==> src/rtl/i2c_reg16_pkg.sv <==
`timescale 1ns/1ps
package i2c_reg16_pkg;

    localparam logic [4:0] DEV_ID = 5'b01101;

    typedef enum logic [2:0] {
        S_IDLE,
        S_RX,
        S_ACK,
        S_TX,
        S_CHK,
        S_IGN
    } st_e;

    // meaning of the byte being received (or of the phase after it)
    typedef enum logic [2:0] {
        K_DEV,
        K_PTR,
        K_HI,
        K_LO,
        K_RD
    } kind_e;

    typedef struct packed {
        st_e         st;
        kind_e       kind;
        logic [3:0]  cnt;
        logic [7:0]  shf;
        logic [7:0]  ptr;
        logic [7:0]  hi;
        logic [15:0] word;
        logic        lo_sel;
        logic        hack;
        logic        oe;
        logic        wr;
        logic [7:0]  wptr;
        logic [15:0] wdat;
    } fsm_t;

endpackage

==> src/rtl/i2c_reg16_sync.sv <==
`timescale 1ns/1ps
module i2c_reg16_sync #(
    parameter int STAGES = 2
) (
    input  logic clk,
    input  logic rst_n,
    input  logic scl_i,
    input  logic sda_i,
    output logic scl_o,
    output logic sda_o,
    output logic scl_rise_o,
    output logic scl_fall_o,
    output logic start_o,
    output logic stop_o
);

    logic [STAGES-1:0] scl_pipe_d, scl_pipe_q;
    logic [STAGES-1:0] sda_pipe_d, sda_pipe_q;
    logic              scl_last_d, scl_last_q;
    logic              sda_last_d, sda_last_q;

    always_comb begin
        scl_pipe_d = {scl_pipe_q[STAGES-2:0], scl_i};
        sda_pipe_d = {sda_pipe_q[STAGES-2:0], sda_i};
        scl_last_d = scl_pipe_q[STAGES-1];
        sda_last_d = sda_pipe_q[STAGES-1];
    end

    always_ff @(posedge clk or negedge rst_n) begin
        if (!rst_n) begin
            scl_pipe_q <= '1;
            sda_pipe_q <= '1;
            scl_last_q <= 1'b1;
            sda_last_q <= 1'b1;
        end else begin
            scl_pipe_q <= scl_pipe_d;
            sda_pipe_q <= sda_pipe_d;
            scl_last_q <= scl_last_d;
            sda_last_q <= sda_last_d;
        end
    end

    assign scl_o      = scl_pipe_q[STAGES-1];
    assign sda_o      = sda_pipe_q[STAGES-1];
    assign scl_rise_o = scl_o & ~scl_last_q;
    assign scl_fall_o = ~scl_o & scl_last_q;
    assign start_o    = scl_o & scl_last_q & sda_last_q & ~sda_o;
    assign stop_o     = scl_o & scl_last_q & ~sda_last_q & sda_o;

endmodule

==> src/rtl/i2c_reg16_bank.sv <==
`timescale 1ns/1ps
module i2c_reg16_bank #(
    parameter int NUM_REGS = 16,
    parameter int WIDTH    = 16,
    localparam int IDX_W   = $clog2(NUM_REGS)
) (
    input  logic             clk,
    input  logic             rst_n,
    input  logic             wr_en,
    input  logic [IDX_W-1:0] wr_idx,
    input  logic [WIDTH-1:0] wr_data,
    input  logic [IDX_W-1:0] rd_idx,
    output logic [WIDTH-1:0] rd_data
);

    logic [WIDTH-1:0] mem_d [NUM_REGS];
    logic [WIDTH-1:0] mem_q [NUM_REGS];

    always_comb begin
        for (int i = 0; i < NUM_REGS; i++) begin
            mem_d[i] = mem_q[i];
        end
        if (wr_en) begin
            mem_d[wr_idx] = wr_data;
        end
    end

    always_ff @(posedge clk or negedge rst_n) begin
        if (!rst_n) begin
            for (int i = 0; i < NUM_REGS; i++) begin
                mem_q[i] <= '0;
            end
        end else begin
            for (int i = 0; i < NUM_REGS; i++) begin
                mem_q[i] <= mem_d[i];
            end
        end
    end

    assign rd_data = mem_q[rd_idx];

endmodule

==> src/rtl/i2c_reg16_fsm.sv <==
`timescale 1ns/1ps
module i2c_reg16_fsm
    import i2c_reg16_pkg::*;
(
    input  logic        clk,
    input  logic        rst_n,
    input  logic [1:0]  strap_i,
    input  logic        scl_s,
    input  logic        sda_s,
    input  logic        scl_rise,
    input  logic        scl_fall,
    input  logic        start,
    input  logic        stop,
    input  logic [15:0] rd_data,
    output logic [7:0]  rd_ptr,
    output logic        wr_en,
    output logic [7:0]  wr_ptr,
    output logic [15:0] wr_data,
    output logic        sda_oe
);

    fsm_t       r_d, r_q;
    logic [7:0] cur;

    always_comb begin
        r_d    = r_q;
        r_d.wr = 1'b0;
        cur    = r_q.lo_sel ? r_q.word[7:0] : r_q.word[15:8];

        if (stop) begin
            r_d.st = S_IDLE;
            r_d.oe = 1'b0;
        end else if (start) begin
            r_d.st   = S_RX;
            r_d.kind = K_DEV;
            r_d.cnt  = 4'd0;
            r_d.oe   = 1'b0;
        end else begin
            case (r_q.st)
                S_RX: begin
                    if (scl_rise && r_q.cnt < 4'd8) begin
                        r_d.shf = {r_q.shf[6:0], sda_s};
                        r_d.cnt = r_q.cnt + 4'd1;
                    end else if (scl_fall && r_q.cnt == 4'd8) begin
                        r_d.cnt = 4'd0;
                        r_d.st  = S_ACK;
                        r_d.oe  = 1'b1;
                        case (r_q.kind)
                            K_DEV: begin
                                if (r_q.shf[7:1] == {DEV_ID, strap_i}) begin
                                    r_d.kind = r_q.shf[0] ? K_RD : K_PTR;
                                end else begin
                                    r_d.st = S_IGN;
                                    r_d.oe = 1'b0;
                                end
                            end
                            K_PTR: begin
                                r_d.ptr  = r_q.shf;
                                r_d.kind = K_HI;
                            end
                            K_HI: begin
                                r_d.hi   = r_q.shf;
                                r_d.kind = K_LO;
                            end
                            K_LO: begin
                                r_d.wr   = 1'b1;
                                r_d.wptr = r_q.ptr;
                                r_d.wdat = {r_q.hi, r_q.shf};
                                r_d.ptr  = r_q.ptr + 8'd1;
                                r_d.kind = K_HI;
                            end
                            default: begin
                                r_d.st = S_IGN;
                                r_d.oe = 1'b0;
                            end
                        endcase
                    end
                end
                S_ACK: begin
                    if (scl_fall) begin
                        r_d.oe = 1'b0;
                        if (r_q.kind == K_RD) begin
                            r_d.word   = rd_data;
                            r_d.lo_sel = 1'b0;
                            r_d.oe     = ~rd_data[15];
                            r_d.cnt    = 4'd1;
                            r_d.st     = S_TX;
                        end else begin
                            r_d.cnt = 4'd0;
                            r_d.st  = S_RX;
                        end
                    end
                end
                S_TX: begin
                    if (scl_fall) begin
                        if (r_q.cnt == 4'd8) begin
                            r_d.st  = S_CHK;
                            r_d.oe  = 1'b0;
                            r_d.cnt = 4'd0;
                        end else begin
                            r_d.oe  = ~cur[3'd7 - r_q.cnt[2:0]];
                            r_d.cnt = r_q.cnt + 4'd1;
                        end
                    end
                end
                S_CHK: begin
                    if (scl_rise) begin
                        r_d.hack = ~sda_s;
                        if (~sda_s && r_q.lo_sel) begin
                            r_d.ptr = r_q.ptr + 8'd1;
                        end
                    end else if (scl_fall) begin
                        if (r_q.hack) begin
                            r_d.st  = S_TX;
                            r_d.cnt = 4'd1;
                            if (!r_q.lo_sel) begin
                                r_d.lo_sel = 1'b1;
                                r_d.oe     = ~r_q.word[7];
                            end else begin
                                r_d.word   = rd_data;
                                r_d.lo_sel = 1'b0;
                                r_d.oe     = ~rd_data[15];
                            end
                        end else begin
                            r_d.st = S_IGN;
                            r_d.oe = 1'b0;
                        end
                    end
                end
                default: ;
            endcase
        end
    end

    always_ff @(posedge clk or negedge rst_n) begin
        if (!rst_n) begin
            r_q      <= '0;
            r_q.st   <= S_IDLE;
            r_q.kind <= K_DEV;
        end else begin
            r_q <= r_d;
        end
    end

    assign rd_ptr  = r_q.ptr;
    assign wr_en   = r_q.wr;
    assign wr_ptr  = r_q.wptr;
    assign wr_data = r_q.wdat;
    assign sda_oe  = r_q.oe;


    ign_release_chk: assert property (@(posedge clk) disable iff (!rst_n)
        (r_q.st == S_IGN || r_q.st == S_IDLE) |-> !r_q.oe);


    sda_change_low_chk: assert property (@(posedge clk) disable iff (!rst_n)
        ((r_q.oe != $past(r_q.oe)) && !$past(start || stop)) |-> !scl_s);


    pair_ptr_adv_chk: assert property (@(posedge clk) disable iff (!rst_n)
        r_q.wr |-> (r_q.ptr == r_q.wptr + 8'd1));


    rd_adv_chk: assert property (@(posedge clk) disable iff (!rst_n)
        (r_q.st == S_CHK && r_q.ptr != $past(r_q.ptr)) |-> r_q.lo_sel);


    stop_release_chk: assert property (@(posedge clk) disable iff (!rst_n)
        stop |=> !r_q.oe);

endmodule

==> src/rtl/i2c_reg16_target.sv <==
`timescale 1ns/1ps
module i2c_reg16_target #(
    parameter int NUM_REGS    = 16,
    parameter int SYNC_STAGES = 2
) (
    input  logic       clk,
    input  logic       rst_n,
    input  logic [1:0] strap_i,
    input  logic       scl_i,
    input  logic       sda_i,
    output logic       sda_oe_o
);

    localparam int IDX_W = $clog2(NUM_REGS);

    logic        scl_s, sda_s, scl_rise, scl_fall, start, stop;
    logic [7:0]  rd_ptr, wr_ptr;
    logic        wr_en;
    logic [15:0] wr_data, rd_data;

    i2c_reg16_sync #(.STAGES(SYNC_STAGES)) u_sync (
        .clk        (clk),
        .rst_n      (rst_n),
        .scl_i      (scl_i),
        .sda_i      (sda_i),
        .scl_o      (scl_s),
        .sda_o      (sda_s),
        .scl_rise_o (scl_rise),
        .scl_fall_o (scl_fall),
        .start_o    (start),
        .stop_o     (stop)
    );

    i2c_reg16_fsm u_fsm (
        .clk      (clk),
        .rst_n    (rst_n),
        .strap_i  (strap_i),
        .scl_s    (scl_s),
        .sda_s    (sda_s),
        .scl_rise (scl_rise),
        .scl_fall (scl_fall),
        .start    (start),
        .stop     (stop),
        .rd_data  (rd_data),
        .rd_ptr   (rd_ptr),
        .wr_en    (wr_en),
        .wr_ptr   (wr_ptr),
        .wr_data  (wr_data),
        .sda_oe   (sda_oe_o)
    );

    i2c_reg16_bank #(.NUM_REGS(NUM_REGS), .WIDTH(16)) u_bank (
        .clk     (clk),
        .rst_n   (rst_n),
        .wr_en   (wr_en),
        .wr_idx  (wr_ptr[IDX_W-1:0]),
        .wr_data (wr_data),
        .rd_idx  (rd_ptr[IDX_W-1:0]),
        .rd_data (rd_data)
    );

endmodule

==> config.mk <==
export PLATFORM = sky130hd
export DESIGN_NAME = i2c_reg16_target
export DESIGN_NICKNAME = d
export VERILOG_FILES = /design/src/rtl/i2c_reg16_pkg.sv /design/src/rtl/i2c_reg16_sync.sv /design/src/rtl/i2c_reg16_bank.sv /design/src/rtl/i2c_reg16_fsm.sv /design/src/rtl/i2c_reg16_target.sv
export SDC_FILE = /design/constraint.sdc
export NUM_CORES = 1
export LEC_CHECK = 0
export CORE_ASPECT_RATIO = 0.7
export CORE_MARGIN = 5
export CORE_UTILIZATION = 55
export DETAILED_ROUTE_END_ITERATION = 10
export HOLD_SLACK_MARGIN = 0.05
export PLACE_DENSITY = 0.73
export SYNTH_ARGS = -nofsm -noshare
export SYNTH_HDL_FRONTEND = slang
export SYNTH_SLANG_ARGS = --single-unit
==> constraint.sdc <==
create_clock -name clk -period 2.5 [get_ports clk]
set_input_delay 0.25 -clock clk [delete_from_list [all_inputs] [get_ports clk]]
set_output_delay 0.25 -clock clk [all_outputs]
set_load 0.005 [all_outputs]
# Word level (Yosys, flattened, before mapping)
# Cells that the tools add are included.
# classes
magnitude_cmp	5
add_sub_neg	3
n_reduce_logical	25
eq_ne	36
muxes	70
n_bitwise	19
# ops
op	count
256-bit bitwise mux	1
25-bit 2-to-1 mux	4
16-bit 2-to-1 mux	6
17-bit 2-to-1 mux	5
16-bit binary-select mux with 4-bit select	1
16-bit demux with 4-bit select	1
26-bit 2-to-1 mux	2
17-bit case mux with 2 select lines	1
3-bit 2-to-1 mux	11
8-bit 2-to-1 mux	4
8-bit case mux with 2 select lines	2
8-bit AND reduction	4
4-bit 2-to-1 mux	7
10-bit 2-to-1 mux	2
4-bit by 3-bit inequality test with 1-bit output, second input constant	5
6-bit AND reduction	3
2-bit by 1-bit inequality test with 1-bit output, second input constant	8
4-bit case mux with 4 select lines	1
3-bit by 2-bit inequality test with 1-bit output, second input constant	5
1-bit 2-to-1 mux	14
3-bit by 2-bit == test with 1-bit output, second input constant	4
3-bit case mux with 4 select lines	1
5-bit >= comparator, second input constant	2
1-bit NOT	10
34 further kinds	54
# word_totals
input_bits	6
output_inout_bits	1
register_bits	340
word_cells	191

# Depth between registers and ports, before layout
# logic_depth
word_depth	12
mapped_depth	7
mapped_depth_nobuf	5

# Modules after synthesis
# From an unflattened synthesis, not the netlist that was laid out.
# unflattened
cells_unflattened	1084
area_unflattened_um2	15895.2
# by_module_without_submodules
mod	seq_area_each_um2	area_each_um2	instances	cells_each
i2c_reg16_bank	6406.1	11587.4	1	712
i2c_reg16_fsm	1951.9	4117.7	1	362
i2c_reg16_sync	157.7	190.2	1	10

# Worst setup path before layout
# No wires, ideal clock.
# synth_path
kind	register to register
startpoint	register u_fsm.r_q, in the netlist u_fsm.rd_ptr[1]
endpoint	register u_fsm.r_q[42] (netlist name)
synth_period_minus_slack_ns	2.308
t_required_ns	2.375
path_buffers	2
setup_ns	0.125
t_arrival_ns	2.183
setup_slack_ns	0.192
stages_incl_launch_ff	6
cell_sequence	dfrtp_1 > buf_1 > buf_1 > mux4_4 > mux4_1 > mux2_4
# synth_between
elab_chain_len	9
elab_cells_between_ends	11
cone_classes	10 x mux; 1 x bitwise
# synth_lines
item	line	rtl
start, declared	i2c_reg16_fsm.sv:22	fsm_t r_d, r_q;
start signal, assigned	i2c_reg16_fsm.sv:141	r_q <= r_d;
4-bit NOT with 5-bit output (not written as such) *	i2c_reg16_bank.sv:40	assign rd_data = mem_q[rd_idx];
16-bit binary-select mux with 4-bit select *	i2c_reg16_bank.sv:40	
16-bit 2-to-1 mux (not written as such) * (2 in series)	i2c_reg16_bank.sv:40	
16-bit 2-to-1 mux	i2c_reg16_fsm.sv:116	if (!r_q.lo_sel) begin
17-bit 2-to-1 mux	i2c_reg16_fsm.sv:113	if (r_q.hack) begin
17-bit 2-to-1 mux	i2c_reg16_fsm.sv:112	end else if (scl_fall) begin
17-bit 2-to-1 mux	i2c_reg16_fsm.sv:107	if (scl_rise) begin
17-bit case mux with 2 select lines *	i2c_reg16_fsm.sv:39	case (r_q.st)
# Mark *: on every way between the ends. The rest lies on a longest branch, timed or not. The select of a mux whose other input is x is not followed.
# A chain may end at the register's enable or synchronous reset.

# Worst setup path in the final report
# layout_path
startpoint	register u_fsm.r_q[76] (netlist name)
endpoint	register u_fsm.r_q[31] (netlist name)
# layout_between
elab_chain_len	3
elab_cells_between_ends	11
cone_classes	8 x eq/ne; 1 x mux; 2 x reduce/logical
# layout_lines
item	line
3-bit == test / 3-bit by 2-bit == test with 1-bit output (equally long branches)	i2c_reg16_fsm.sv:39
2-bit by 1-bit inequality test with 1-bit output (no line), or another cell as far along	n/a
9-bit AND reduction (no line)	n/a
# Several ways; a longest one is shown, not always the timed one.

==> flow_summary.toml <==
[run_status]
status = "finished clean"

[routing]
first_iter_violations = 618
wl_per_cell_um = 24.8
drc = 0
wl_met3_um = 1950
postRouteWirelength_um = 33900
wirelength_met1_um = 17000
via_per_inst = 6.15
vias = 8431
wl_met2_um = 14400
top_layer = "met4"
ant_nets = 0
firstDrtPassIters = 5

[floorplan]
fp-row-count = 51
initial_core_util_pct = 55.5
die-area_mm2 = 0.0314
ios = 7
dieHeight_um = 150
core_mm2 = 0.0276
die_w_um = 210

[placed_design]
globalplace.congestion = 0.830
placedCellCount = 1314
place_area_mm2 = 0.0161
placement.io_buffers = 6
dpl.hpwl_um = 22100

[sta]
grt_setup_unrepaired = "false"
max_freq_mhz = 446
setup_violations = 0
fin_skew_ns = 0.0134
worstMarginPinSlew_ns = 0.707
fin_tns_setup_ns = 0
relSlewSlack_pct = 52.1
final.period_utilization_pct = 89.8
hold_viol = 0
slew_violations = 0
finalCriticalPeriod_ns = 2.24

[yosys]
synth.distinct_cells = 66
yosys-top-cells-area = "dfrtp_1 (53%), mux2_2 (22%), mux4_1 (8.7%), mux4_2 (4.6%), dfstp_2 (1.0%)"
synth_ff_type = "dfrtp_1"
ys_seq_area_share_pct = 54.3
avgSynthCellArea_um2 = 16.2
yosys_warnings = 0
synthArstFlopShare_pct = 100
syn_nets = 953
ys_seq_elements = 332
synthXorXnorAreaFrac_pct = 0.171
synthCells = 945
synth-edff-count = 0
netlist_area_mm2 = 0.0153
synth_compound_area_share_pct = 2.45
synth_top_family_by_area = "multiplexers"
synth-simple-area-share_pct = 3.77
yosysTopAreaCell = "dfrtp_1"
synth_fa_ha_area_share_pct = 0.163
muxShareOfSynthArea_pct = 36.6
synth.top_cell.area_share_pct = 53.2

[setup_path]
cp_cell_sequence = "nor3b_1, nand3_1, a21oi_4, buf_12, mux2_2"
cp_slowest_cell = "dfrtp_1"
r2r-start = "u_fsm.r_q[76]$_DFFE_PN0P_"
cp-end-kind = "flop"
required_ns = 2.94
startpoint_type = "flop"
reg2reg_slack_ns = 0.26
critPathTopFamily = "flip-flops"
reg2reg_depth = 5
worstPathArrival_ns = 2.68
crit_path_max_incr_delay_ns = 0.67
path_max_fanout = 16
cp.buffers_inverters = 1
critPathKind = "reg -> reg"
rr_endpoint = "u_fsm.r_q[31]$_DFFE_PN0P_"

[finish]
stdcell_count = 1371
finalNetCount = 985
stdcell_area_mm2 = 0.0171
areaGrowthSynthToFinish_pct = 11.6
layout_common_cells = "dfrtp_1 (324), mux2_2 (298), mux4_1 (51), buf_4 (41)"
drive_above_1_share_pct = 47.7
final_core_util_pct = 61.9
diodes = 0
mostFrequentLayoutCell = "dfrtp_1"

[clocking]
htreeDepth = 1
clk_pin_slew_ns = 0.06
clockBufferDepth = 3
cts_buffers = 31
clock_sinks = 332
cts_tree = "done"
clk_latency_ns = 0.56
root_buffer = "clkbuf_16"

[power]
power_mw = 12.6
peakVddDrop_uv = 553
power.leakage_nw = 8.30
powerDensity_mw_per_mm2 = 739

[hold_path]
hold_class = "in -> reg"
hold_path_end = "u_sync.sda_pipe_q[0]$_DFF_PN1_"
hp-start = "sda_i"
hold_depth = 1

[flow_run]
cap_viol_max_count = 0

[global_route]
overflow = 0
track_usage_pct = 22.4
grt_first_pass_wirelength_um = 54300
grt_max_degree = 72
grt_pass1_vias = 8686
antenna_found_initial = 3
-- stage by stage --
stage                     setup slack, ns  hold WS, ns
after floorplan                     0.192      -0.0456
after global placement              0.251        0.253
after detailed placement            0.254        0.258
after CTS                           0.250       0.0691
after global routing                0.126       0.0810
final                               0.256       0.0917
-- state kept, by name, indices dropped and copies added, names as in the netlist --
register / flops
u_sync.sda_last_q: 1
u_fsm.wr_data: 16
u_sync.sda_pipe_q: 2
u_sync.scl_pipe_q: 2
u_fsm.wr_ptr: 4
u_fsm.r_q: 44
u_fsm.sda_oe: 1
u_sync.scl_last_q: 1
u_fsm.wr_en: 1
u_fsm.rd_ptr: 4
u_bank.mem_q: 256
-- cell type report --
class	count	area (um2)
fillers	1982	10500
repair buffers	63	683
clock buffers	50	937
multi-input cells	545	6630
flip-flops and latches	332	8320
clock inverters	6	55.1
well taps	371	464
inverters	4	15.0
-- worst register-to-register path, cell delays in order, from the launching register on --
cell and delay [ns]:
dfrtp_1 0.67, nor3b_1 0.38, nand3_1 0.26, a21oi_4 0.23
buf_12 0.21, mux2_2 0.36
-- repair_timing --
| action | in CTS | in global routing |
|---|---|---|
| gates resized for setup | 0 | 0 |
| endpoints found under the hold margin | 66 | 0 |
| hold buffers | 1 | 0 |
| buffers inserted | 0 | 0 |
-- cell usage after synthesis, drive strengths merged (2+ instances only) --
master	instances
and3	3
nand2b	8
dfstp	6
nand3	14
a211oi	2
nand4	2
mux2	308
mux4	84
buf	20
or3b	2
a22oi	2
xor2	3
o311ai	2
o211a	2
nor3b	3
a32o	4
clkbuf	44
or2b	2
ha	2
nand3b	4
nor2b	6
nand2	21
nor3	2
a31oi	3
inv	4
o21bai	2
dfrtp	326
o21ai	9
and2b	2
a22o	3
nor2	25
a21oi	5
o31ai	3
-- worst max path at each step --
stage	start	to	cells past startpoint
after floorplan	u_fsm.rd_ptr[1]$_DFFE_PN0P_	u_fsm.r_q[42]$_DFFE_PN0P_	5
after global placement	u_fsm.rd_ptr[0]$_DFFE_PN0P_	u_fsm.r_q[33]$_DFFE_PN0P_	4
after detailed placement	u_fsm.rd_ptr[0]$_DFFE_PN0P_	u_fsm.r_q[33]$_DFFE_PN0P_	4
after CTS	u_fsm.rd_ptr[0]$_DFFE_PN0P_	u_fsm.r_q[33]$_DFFE_PN0P_	4
after global routing	u_fsm.r_q[77]$_DFFE_PN0P_	u_fsm.rd_ptr[0]$_DFFE_PN0P_	6
final	u_fsm.r_q[76]$_DFFE_PN0P_	u_fsm.r_q[31]$_DFFE_PN0P_	5
-- logic make-up (layout without fill, tap and decap cells) --
family | Yosys count | count (layout)
flip-flops | 332 | 332
buffers and inverters | 68 | 123
adder cells (fa/ha/maj) | 2 | 2
AND/OR/NAND/NOR | 101 | 101
multiplexers | 393 | 393
XOR/XNOR | 3 | 3
AO/OA/AOI/OAI | 46 | 46
-- layer usage --
| metal | vias up | global-route usage, % |
|---|---|---|
| li1 | 3662 | - |
| met4 | 0 | 4.01 |
| met3 | 42 | 4.36 |
| met1 | 4549 | 36.7 |
| met5 | - | 0 |
| met2 | 178 | 31.6 |
-- power by group --
| part | switching [mW] | internal, mW |
|---|---|---|
| Combinational | 1.14 | 1.03 |
| Sequential | 0.315 | 5.52 |
| Clock | 1.98 | 2.65 |
No activity file was read; power rests on OpenSTA's default activity.
